### src/rtl/port_role_pkg.sv
package port_role_pkg;
   localparam int OPC_W_DEF = 8;
   localparam logic [7:0] OPC_FLAGS_DEF  = 8'hF5;
   localparam logic [7:0] OPC_DMA_DEF    = 8'hE5;
   localparam logic [7:0] OPC_STATUS_DEF = 8'h90;

   typedef enum logic [1:0] {
      CMD_NONE,
      CMD_FLAGS,
      CMD_DMA,
      CMD_STATUS
   } cmd_e;
endpackage

### src/rtl/mode_decode.sv
module mode_decode
   import port_role_pkg::*;
#(
   parameter int               OPC_W      = OPC_W_DEF,
   parameter logic [OPC_W-1:0] OPC_FLAGS  = OPC_FLAGS_DEF,
   parameter logic [OPC_W-1:0] OPC_DMA    = OPC_DMA_DEF,
   parameter logic [OPC_W-1:0] OPC_STATUS = OPC_STATUS_DEF
) (
   input  logic             clk,
   input  logic             rst_n,
   input  logic             op_valid,
   input  logic [OPC_W-1:0] opcode,
   output logic             flag_en,
   output logic             dma_en,
   output logic             dma_cmd
);
   cmd_e cmd;

   always_comb begin
      cmd = CMD_NONE;
      if (op_valid) begin
         if (opcode == OPC_FLAGS)       cmd = CMD_FLAGS;
         else if (opcode == OPC_DMA)    cmd = CMD_DMA;
         else if (opcode == OPC_STATUS) cmd = CMD_STATUS;
      end
   end

   assign dma_cmd = (cmd == CMD_DMA);

   always_ff @(posedge clk) begin
      if (!rst_n) begin
         flag_en <= 1'b0;
         dma_en  <= 1'b0;
      end else begin
         if (cmd == CMD_FLAGS) flag_en <= 1'b1;
         if (cmd == CMD_DMA)   dma_en  <= 1'b1;
      end
   end


   flag_sticky_chk: assert property (@(posedge clk) disable iff (!rst_n)
      flag_en |=> flag_en);

   dma_sticky_chk: assert property (@(posedge clk) disable iff (!rst_n)
      dma_en |=> dma_en);
endmodule

### src/rtl/strobe_track.sv
module strobe_track #(
   parameter int SYNC_STAGES = 2
) (
   input  logic clk,
   input  logic rst_n,
   input  logic enable,
   input  logic rd_n,
   input  logic wr_n,
   input  logic dack_n,
   output logic ack_done
);
   logic [2:0] s;      // {rd_n, wr_n, dack_n} after synchronizer
   logic       qual;
   logic       qual_q;

   if (SYNC_STAGES == 0) begin : g_direct
      assign s = {rd_n, wr_n, dack_n};
   end else begin : g_sync
      logic [SYNC_STAGES-1:0][2:0] chain;
      always_ff @(posedge clk) begin
         if (!rst_n) begin
            chain <= '1;
         end else begin
            chain[0] <= {rd_n, wr_n, dack_n};
            for (int i = 1; i < SYNC_STAGES; i++) chain[i] <= chain[i-1];
         end
      end
      assign s = chain[SYNC_STAGES-1];
   end

   assign qual = enable & ~s[0] & (~s[2] | ~s[1]);

   always_ff @(posedge clk) begin
      if (!rst_n) qual_q <= 1'b0;
      else        qual_q <= qual;
   end

   assign ack_done = qual_q & ~qual;


   ack_mode_chk: assert property (@(posedge clk) disable iff (!rst_n)
      ack_done |-> enable);
endmodule

### src/rtl/drq_ctrl.sv
module drq_ctrl (
   input  logic clk,
   input  logic rst_n,
   input  logic dma_en,
   input  logic set_req,
   input  logic ack_done,
   input  logic dma_cmd,
   output logic drq
);
   logic raise;
   assign raise = dma_en & set_req;

   always_ff @(posedge clk) begin
      if (!rst_n)                   drq <= 1'b0;
      else if (raise)               drq <= 1'b1;
      else if (ack_done | dma_cmd)  drq <= 1'b0;
   end


   drq_mode_chk: assert property (@(posedge clk) disable iff (!rst_n)
      drq |-> dma_en);

   drq_set_chk: assert property (@(posedge clk) disable iff (!rst_n)
      (dma_en && set_req) |=> drq);

   drq_recmd_chk: assert property (@(posedge clk) disable iff (!rst_n)
      (dma_cmd && !set_req) |=> !drq);

   drq_hold_chk: assert property (@(posedge clk) disable iff (!rst_n)
      (drq && !ack_done && !dma_cmd) |=> drq);
endmodule

### src/rtl/port_role_mux.sv
module port_role_mux
   import port_role_pkg::*;
#(
   parameter int               OPC_W       = OPC_W_DEF,
   parameter logic [OPC_W-1:0] OPC_FLAGS   = OPC_FLAGS_DEF,
   parameter logic [OPC_W-1:0] OPC_DMA     = OPC_DMA_DEF,
   parameter logic [OPC_W-1:0] OPC_STATUS  = OPC_STATUS_DEF,
   parameter int               SYNC_STAGES = 2,
   parameter logic [3:0]       RST_PORT    = 4'b1111
) (
   input  logic             clk,
   input  logic             rst_n,
   input  logic             op_valid,
   input  logic [OPC_W-1:0] opcode,
   input  logic             port_we,
   input  logic [3:0]       port_wdata,
   input  logic             ibf,
   input  logic             obf,
   input  logic             host_rd_n,
   input  logic             host_wr_n,
   input  logic             pin3_in,
   output logic [3:0]       pin_out,
   output logic [3:0]       pin_oe
);
   localparam int PIN_OBF = 0;
   localparam int PIN_IBF = 1;
   localparam int PIN_REQ = 2;
   localparam int PIN_ACK = 3;

   if (SYNC_STAGES < 0 || SYNC_STAGES > 3) begin : g_bad_sync
      $error("SYNC_STAGES must lie in 0..3");
   end
   if (OPC_FLAGS == OPC_DMA || OPC_FLAGS == OPC_STATUS || OPC_DMA == OPC_STATUS) begin : g_bad_opc
      $error("command opcodes must be distinct");
   end

   logic [3:0] port_q;
   logic       flag_en, dma_en, dma_cmd, ack_done, drq;

   always_ff @(posedge clk) begin
      if (!rst_n)       port_q <= RST_PORT;
      else if (port_we) port_q <= port_wdata;
   end

   mode_decode #(
      .OPC_W(OPC_W), .OPC_FLAGS(OPC_FLAGS), .OPC_DMA(OPC_DMA), .OPC_STATUS(OPC_STATUS)
   ) u_decode (
      .clk(clk), .rst_n(rst_n), .op_valid(op_valid), .opcode(opcode),
      .flag_en(flag_en), .dma_en(dma_en), .dma_cmd(dma_cmd)
   );

   strobe_track #(.SYNC_STAGES(SYNC_STAGES)) u_strobe (
      .clk(clk), .rst_n(rst_n), .enable(dma_en),
      .rd_n(host_rd_n), .wr_n(host_wr_n), .dack_n(pin3_in),
      .ack_done(ack_done)
   );

   drq_ctrl u_drq (
      .clk(clk), .rst_n(rst_n), .dma_en(dma_en),
      .set_req(port_we & port_wdata[PIN_REQ]),
      .ack_done(ack_done), .dma_cmd(dma_cmd), .drq(drq)
   );

   always_comb begin
      pin_out          = port_q;
      pin_oe           = 4'b1111;
      if (flag_en) begin
         pin_out[PIN_OBF] = port_q[PIN_OBF] & obf;
         pin_out[PIN_IBF] = port_q[PIN_IBF] & ~ibf;
      end
      if (dma_en) begin
         pin_out[PIN_REQ] = drq;
         pin_oe[PIN_ACK]  = 1'b0;
      end
   end


   obf_gate_chk: assert property (@(posedge clk) disable iff (!rst_n)
      (flag_en && !port_q[PIN_OBF]) |-> !pin_out[PIN_OBF]);

   ibf_gate_chk: assert property (@(posedge clk) disable iff (!rst_n)
      (flag_en && ibf) |-> !pin_out[PIN_IBF]);
endmodule

### config.mk
export PLATFORM = sky130hd
export DESIGN_NAME = port_role_mux
export DESIGN_NICKNAME = d
export VERILOG_FILES = /design/src/rtl/port_role_pkg.sv /design/src/rtl/mode_decode.sv /design/src/rtl/strobe_track.sv /design/src/rtl/drq_ctrl.sv /design/src/rtl/port_role_mux.sv
export SDC_FILE = /design/constraint.sdc
export NUM_CORES = 1
export LEC_CHECK = 0
export BUFFER_PORTS_ARGS = -buffer_cell sky130_fd_sc_hd__buf_2
export CORE_AREA = 2 2 40 42
export DETAILED_ROUTE_END_ITERATION = 8
export DIE_AREA = 0 0 42 44
export HOLD_SLACK_MARGIN = 0.06
export PLACE_DENSITY = 0.8
export SETUP_SLACK_MARGIN = 0.2
export SYNTH_ARGS = -nofsm -noshare
export SYNTH_HDL_FRONTEND = slang
export SYNTH_SLANG_ARGS = --single-unit
### constraint.sdc
create_clock -name clk -period 1.1 [get_ports clk]
set_clock_uncertainty 0.05 [all_clocks]
set_input_delay 0.22 -clock clk [delete_from_list [all_inputs] [get_ports clk]]
set_output_delay 0.22 -clock clk [all_outputs]
set_load 0.005 [all_outputs]
==> flow_summary_export.csv, run 1 <==
group,metric,value,unit
synthesis,syn_area,568,um2
routing,dr_total_vias,452,
floorplanning,initial_core_util,40.0,%
final_layout,antenna_cells,0,
floorplanning,rows,14,
placed_design,dp_hpwl,764,um
sta,setup_viol,4,
floorplanning,die-area,0.00185,mm2
global_routing,grt_util_all_layers,12.5,%
final_layout,nets,105,
cts,numCtsBuffers,3,
global_routing,antenna_found_initial,0,
routing,ant_nets,0,
sta,post-route-period-util,118,%
sta,hold_ws,68.9,ps
critical_path,critPathKind,"flop to output port",
floorplanning,core,0.00142,mm2
critical_path,slowest_stage,"dfxtp_2",
global_routing,grt_remaining_overflow,0,
placed_design,gp_congestion,0.660,
sta,slew_viol_final,0,
sta,rsz0062_at_grt,"true",
sta,final.min_clock_period,1300,ps
sta,hold_violations,0,
routing,drc,0,
critical_path,reg2reg_slack,70,ps
routing,drt-wirelength-per-cell,9.57,um
run_status,outcome,"finished, violations left",
run_status,violations,"setup timing",
routing,drt-total-wl,947,um
critical_path,critPathMaxFanout,2,
synthesis,avgSynthCellArea,10.3,um2
cts,cts_tree,"done",
final_layout,seq_area,285,um2
power_and_ir_drop,leakagePower,0.375,nW
final_layout,synthToLayoutAreaGrowth,37.0,%
final_layout,finalInstanceArea,778,um2
cts,htree_levels,1,
flow_run,drv_cap,0,
placed_design,port_buffers,25,
cts,clk_pin_slew,80,ps
critical_path,startpoint_type,"flop",
sta,clock.fmax,768,MHz
cts,root_buffer,"clkbuf_4",
cts,clock-sinks,14,
power_and_ir_drop,ir_drop,771,uV
final_layout,fill_cells,143,
final_layout,final_core_util,54.9,%
synthesis,yosysWarnings,0,
critical_path,cp-end-kind,"output port",
power_and_ir_drop,power,0.996,mW
final_layout,drive_gt1_share,50.6,%
synthesis,ys_ff_latch,14,
floorplanning,ios,29,
critical_path,required,830,ps
power_and_ir_drop,power_density,1280,mW/mm2
floorplanning,die_height,44,um
synthesis,yosysSeqAreaShare,49.3,%
cts,insertion_delay,270,ps
sta,setup_ws,-201,ps
global_routing,grt_pass1_vias,435,
critical_path,arrival,1030,ps
synthesis,synth_cell_types,21,
final_layout,multi_input_area,256,um2
floorplanning,die-width,42,um
placed_design,post-place-ws,108,ps
routing,firstDrtPassIters,2,
hold_path,holdCritPathClass,"input port to flop",
critical_path,crit_chain,"mux2_4 -> buf_6",
routing,first_iter_violations,3,
critical_path,slowest_delay,350,ps
placed_design,placed_area,687,um2
synthesis,synth_cells,55,
global_routing,grt_pass1_wl,1660,um
cts,ctsLongestPathBuffers,2,
routing,routed_via_density,4.57,
global_routing,grt_max_degree,16,
layout make-up:
| type | instances | share of cell area [%] |
|---|---|---|
| Sequential cell | 14 | 36.7 |
| Clock buffer | 4 | 4.66 |
| Timing Repair Buffer | 28 | 20.7 |
| Inverter | 5 | 2.41 |
| Multi-Input combinational cell | 32 | 33.0 |
| Tap cell | 16 | 2.57 |
placed cells by master, fill, tap and decap left out, drive strengths merged:
cell,instances
or2b,1
dfxtp,14
clkbuf,4
mux2,1
buf,28
a31oi,1
nand4,1
and4,1
conb,3
a21boi,2
nand2b,5
nand4b,2
o21a,2
nor3,2
nand2,6
inv,5
o31ai,1
mux2i,4
synthesized netlist by cell type, drive strengths merged:
library cell	n	area share (%)
mux2	1	2.0
nand4b	2	5.7
dfxtp	14	49
nand4	1	1.1
inv	5	3.3
a21boi	2	2.6
nand2	6	4.0
buf	6	8.1
and4	1	1.5
nor3	2	2.6
o31ai	1	1.3
or2b	1	1.3
a31oi	1	1.1
conb	1	0.66
o21a	2	2.6
nand2b	5	5.5
mux2i	4	7.0
per-layer routing:
metal	up-vias	routed length, um	global-route usage [%]
met4	0	14	7.74
li1	229	-	-
met3	2	82	6.25
met5	-	0	0
met1	198	361	11.3
met2	23	488	22.5
report_power, final:
part	switching (mW)	total (mW)	internal [mW]	leakage [nW]
logic	0.0456	0.105	0.0591	0.239
registers	0.00587	0.532	0.527	0.115
clock network	0.158	0.359	0.201	0.0210
total	0.209	0.996	0.787	0.375
cells by family (layout without fill, tap and decap cells):
kind of cell	Yosys count	after routing	synth area share, %
mux	5	5	9.03
other cells	1	3	0.660
flops	14	14	49.3
simple gates	18	18	21.8
buf+inv	11	37	11.5
compound gates	6	6	7.71
path summary, 6_finish.rpt:
path / depth (start not counted) / endpoint / from
worst max-delay path: 2 / pin_out[2] / u_decode.dma_en
worst min-delay path: 2 / u_strobe.g_sync.chain[0] / pin3_in
worst max register to register: 5 / u_drq.drq / u_decode.dma_en
worst min register to register: 1 / u_strobe.s[0] / u_strobe.g_sync.chain[0]
metrics by stage:
step / std cells / TNS, ps
global route: 99 / -621
global placement: 93 / 0
CTS: 99 / -422
finish: 99 / -400
detailed placement: 93 / 0
floorplan: 57 / 0
worst max-delay path: cells and delay by family (launching register included):
kind                   cells  cell delay (ps)
buffers and inverters      1              110
flip-flops                 1              350
multiplexers               1              300
sequential cells by signal (all words and copies together), names as in the netlist:
register,flops
u_decode.flag_en,1
port_q,4
u_decode.dma_en,1
u_drq.drq,1
u_strobe.g_sync.chain,3
u_strobe.qual_q,1
u_strobe.s,3
what timing repair did:
item	in CTS	in global routing
endpoints found under the setup margin	5	8
gates resized for setup	10	1
endpoints found under the hold margin	1	1
pin swaps	2	3
buffers inserted	2	0
Note: power is estimated with default switching activity, not from simulation.
==> run 2: changes to the inputs <==
--- a/config.mk
+++ b/config.mk
@@ -11,6 +11,7 @@
 export DIE_AREA = 0 0 42 44
 export HOLD_SLACK_MARGIN = 0.06
 export PLACE_DENSITY = 0.8
+export REMOVE_ABC_BUFFERS = 1
 export SETUP_SLACK_MARGIN = 0.2
 export SYNTH_ARGS = -nofsm -noshare
 export SYNTH_HDL_FRONTEND = slang
==> run 2 against run 1 <==
  * The flow still finishes with violations (setup timing)
  * Core utilization down 0.88 points
  * Cell count stayed put
  * Die area unchanged
  * Critical endpoint unchanged
  * Critical path depth stayed put
  * Clock-buffer cell count unchanged
  * Routed wire length increased by 1.2%
==> flow_summary_export.csv, run 2 (synthesis gave the netlist of run 1 again) <==
group,metric,value,unit
run_status,outcome,"finished, violations left",
run_status,violations,"setup timing",
routing,routedLengthMet1,338,um
power_and_ir_drop,power,1.01,mW
power_and_ir_drop,swShare,21.1,%
critical_path,arrival,1030,ps
hold_path,min_path_cells,2,
cts,htree_levels,1,
global_routing,grt_max_degree,16,
cts,root_buffer,"clkbuf_4",
global_routing,antenna_found_initial,0,
critical_path,reg2reg_slack,240,ps
routing,met3WireLength,58,um
final_layout,final_core_util,54.0,%
final_layout,regMostFlops,"port_q",
power_and_ir_drop,ir_drop,700,uV
sta,final.min_clock_period,1300,ps
critical_path,r2r-end,"u_drq.drq",
global_routing,grt_util_all_layers,12.9,%
floorplanning,die-width,42,um
cts,cts-hold-fix-buffers,1,
power_and_ir_drop,seqPwrFrac,53.1,%
power_and_ir_drop,clkPwrFrac,36.1,%
routing,first_iter_violations,0,
floorplanning,core,0.00142,mm2
sta,setup_viol,4,
final_layout,final_cell_mix,"23 x buf_2, 9 x dfxtp_1, 6 x nand2_1",
routing,drc,0,
cts,clock-sinks,14,
sta,post-route-period-util,118,%
global_routing,grt_pass1_vias,449,
power_and_ir_drop,power_density,1310,mW/mm2
final_layout,layout_commonest_cell,"buf_2",
routing,firstDrtPassIters,1,
critical_path,cp-end-kind,"output port",
sta,finalSetupTns,-300,ps
routing,met2_length,561,um
floorplanning,die_height,44,um
cts,insertion_delay,270,ps
power_and_ir_drop,combPwrFrac,10.9,%
routing,ant_nets,0,
sta,rsz0062_at_grt,"true",
power_and_ir_drop,cellInternalPower,0.794,mW
routing,drt-wirelength-per-cell,9.68,um
final_layout,nets,105,
critical_path,startpoint_type,"flop",
hold_path,holdCritPathClass,"input port to flop",
power_and_ir_drop,leakagePower,0.374,nW
sta,hold_ws,63.9,ps
critical_path,critPathKind,"flop to output port",
critical_path,critPathMaxFanout,2,
cts,ctsLongestPathBuffers,2,
final_layout,synthToLayoutAreaGrowth,34.8,%
cts,numCtsBuffers,3,
critical_path,ff2ff_path_depth,3,
sta,setup_ws,-196,ps
floorplanning,ios,29,
sta,slew_viol_final,0,
global_routing,grt_pass1_wl,1740,um
placed_design,gp_congestion,0.691,
sta,hold_violations,0,
global_routing,grt_remaining_overflow,0,
critical_path,r2r-start,"u_decode.dma_en",
placed_design,dp.cells,93,
floorplanning,initial_core_util,40.0,%
hold_path,min-delay-start,"pin3_in",
placed_design,dp_hpwl,750,um
floorplanning,rows,14,
final_layout,largest_reg_flops,4,
routing,routed_via_density,4.42,
floorplanning,die-area,0.00185,mm2
sta,clock.fmax,772,MHz
flow_run,drv_cap,0,
placed_design,port_buffers,25,
final_layout,antenna_cells,0,
routing,dr_total_vias,438,
routing,drt-total-wl,958,um
routing,highest_layer,"met3",
final_layout,drive_gt1_share,49.4,%
hold_path,hold_end,"u_strobe.g_sync.chain[0]",
power_and_ir_drop,p_sw,0.212,mW
critical_path,required,830,ps
cts,cts_tree,"done",
cts,clk_pin_slew,80,ps
final_layout,final_cells,99,
==> run 2: power groups by stage <==
stage	clock network [mW]	logic [mW]	registers, mW
2_1_floorplan	0	0.0361	0.542
3_3_place_gp	0	0.0917	0.543
3_5_place_dp	0	0.0947	0.544
4_1_cts	0.384	0.105	0.533
5_1_grt	0.404	0.122	0.536
6_report	0.363	0.109	0.534
==> run 2: what timing repair did <==
item,in CTS,in global routing
buffers inserted,0,1
gates resized for setup,11,1
hold endpoints to repair,2,1
endpoints found under the setup margin,5,6
==> run 2: layer usage <==
metal  vias to the layer above  GRT usage, %
li1                        230             -
met1                       195          12.7
met2                        13          22.5
met3                         0          5.00
met4                         0          9.03
met5                         -             0
==> run 2: cell type report <==
class,instances,area [um2]
fill,132,653
tap,16,20.0
multi-input combinational,32,241
clock buffer,4,36.3
inverter,5,18.8
timing repair buffer,28,163
sequential,14,287
==> run 2: worst max-delay path, cell delays in order, from the launching register on <==
cell,delay (ps)
dfxtp_2,340
mux2_4,300
buf_6,110
==> run 2: stage by stage <==
| stage | setup WS (ps) | instance area [um2] |
|---|---|---|
| after floorplan | 112 | 529 |
| after global placement | 78.0 | 682 |
| after detailed placement | 75.7 | 682 |
| after CTS | -212 | 752 |
| after global routing | -240 | 766 |
| final | -196 | 766 |
==> run 2: how the worst max path moves through the flow <==
stage	end	cells past startpoint	from	slack, ps
finish	pin_out[2]	2	u_decode.dma_en	-200
floorplan	pin_out[2]	1	u_decode.dma_en	110
detailed placement	pin_out[2]	2	u_decode.dma_en	80
global route	pin_out[2]	2	u_decode.dma_en	-240
CTS	pin_out[2]	2	u_decode.dma_en	-210
global placement	pin_out[2]	2	u_decode.dma_en	80
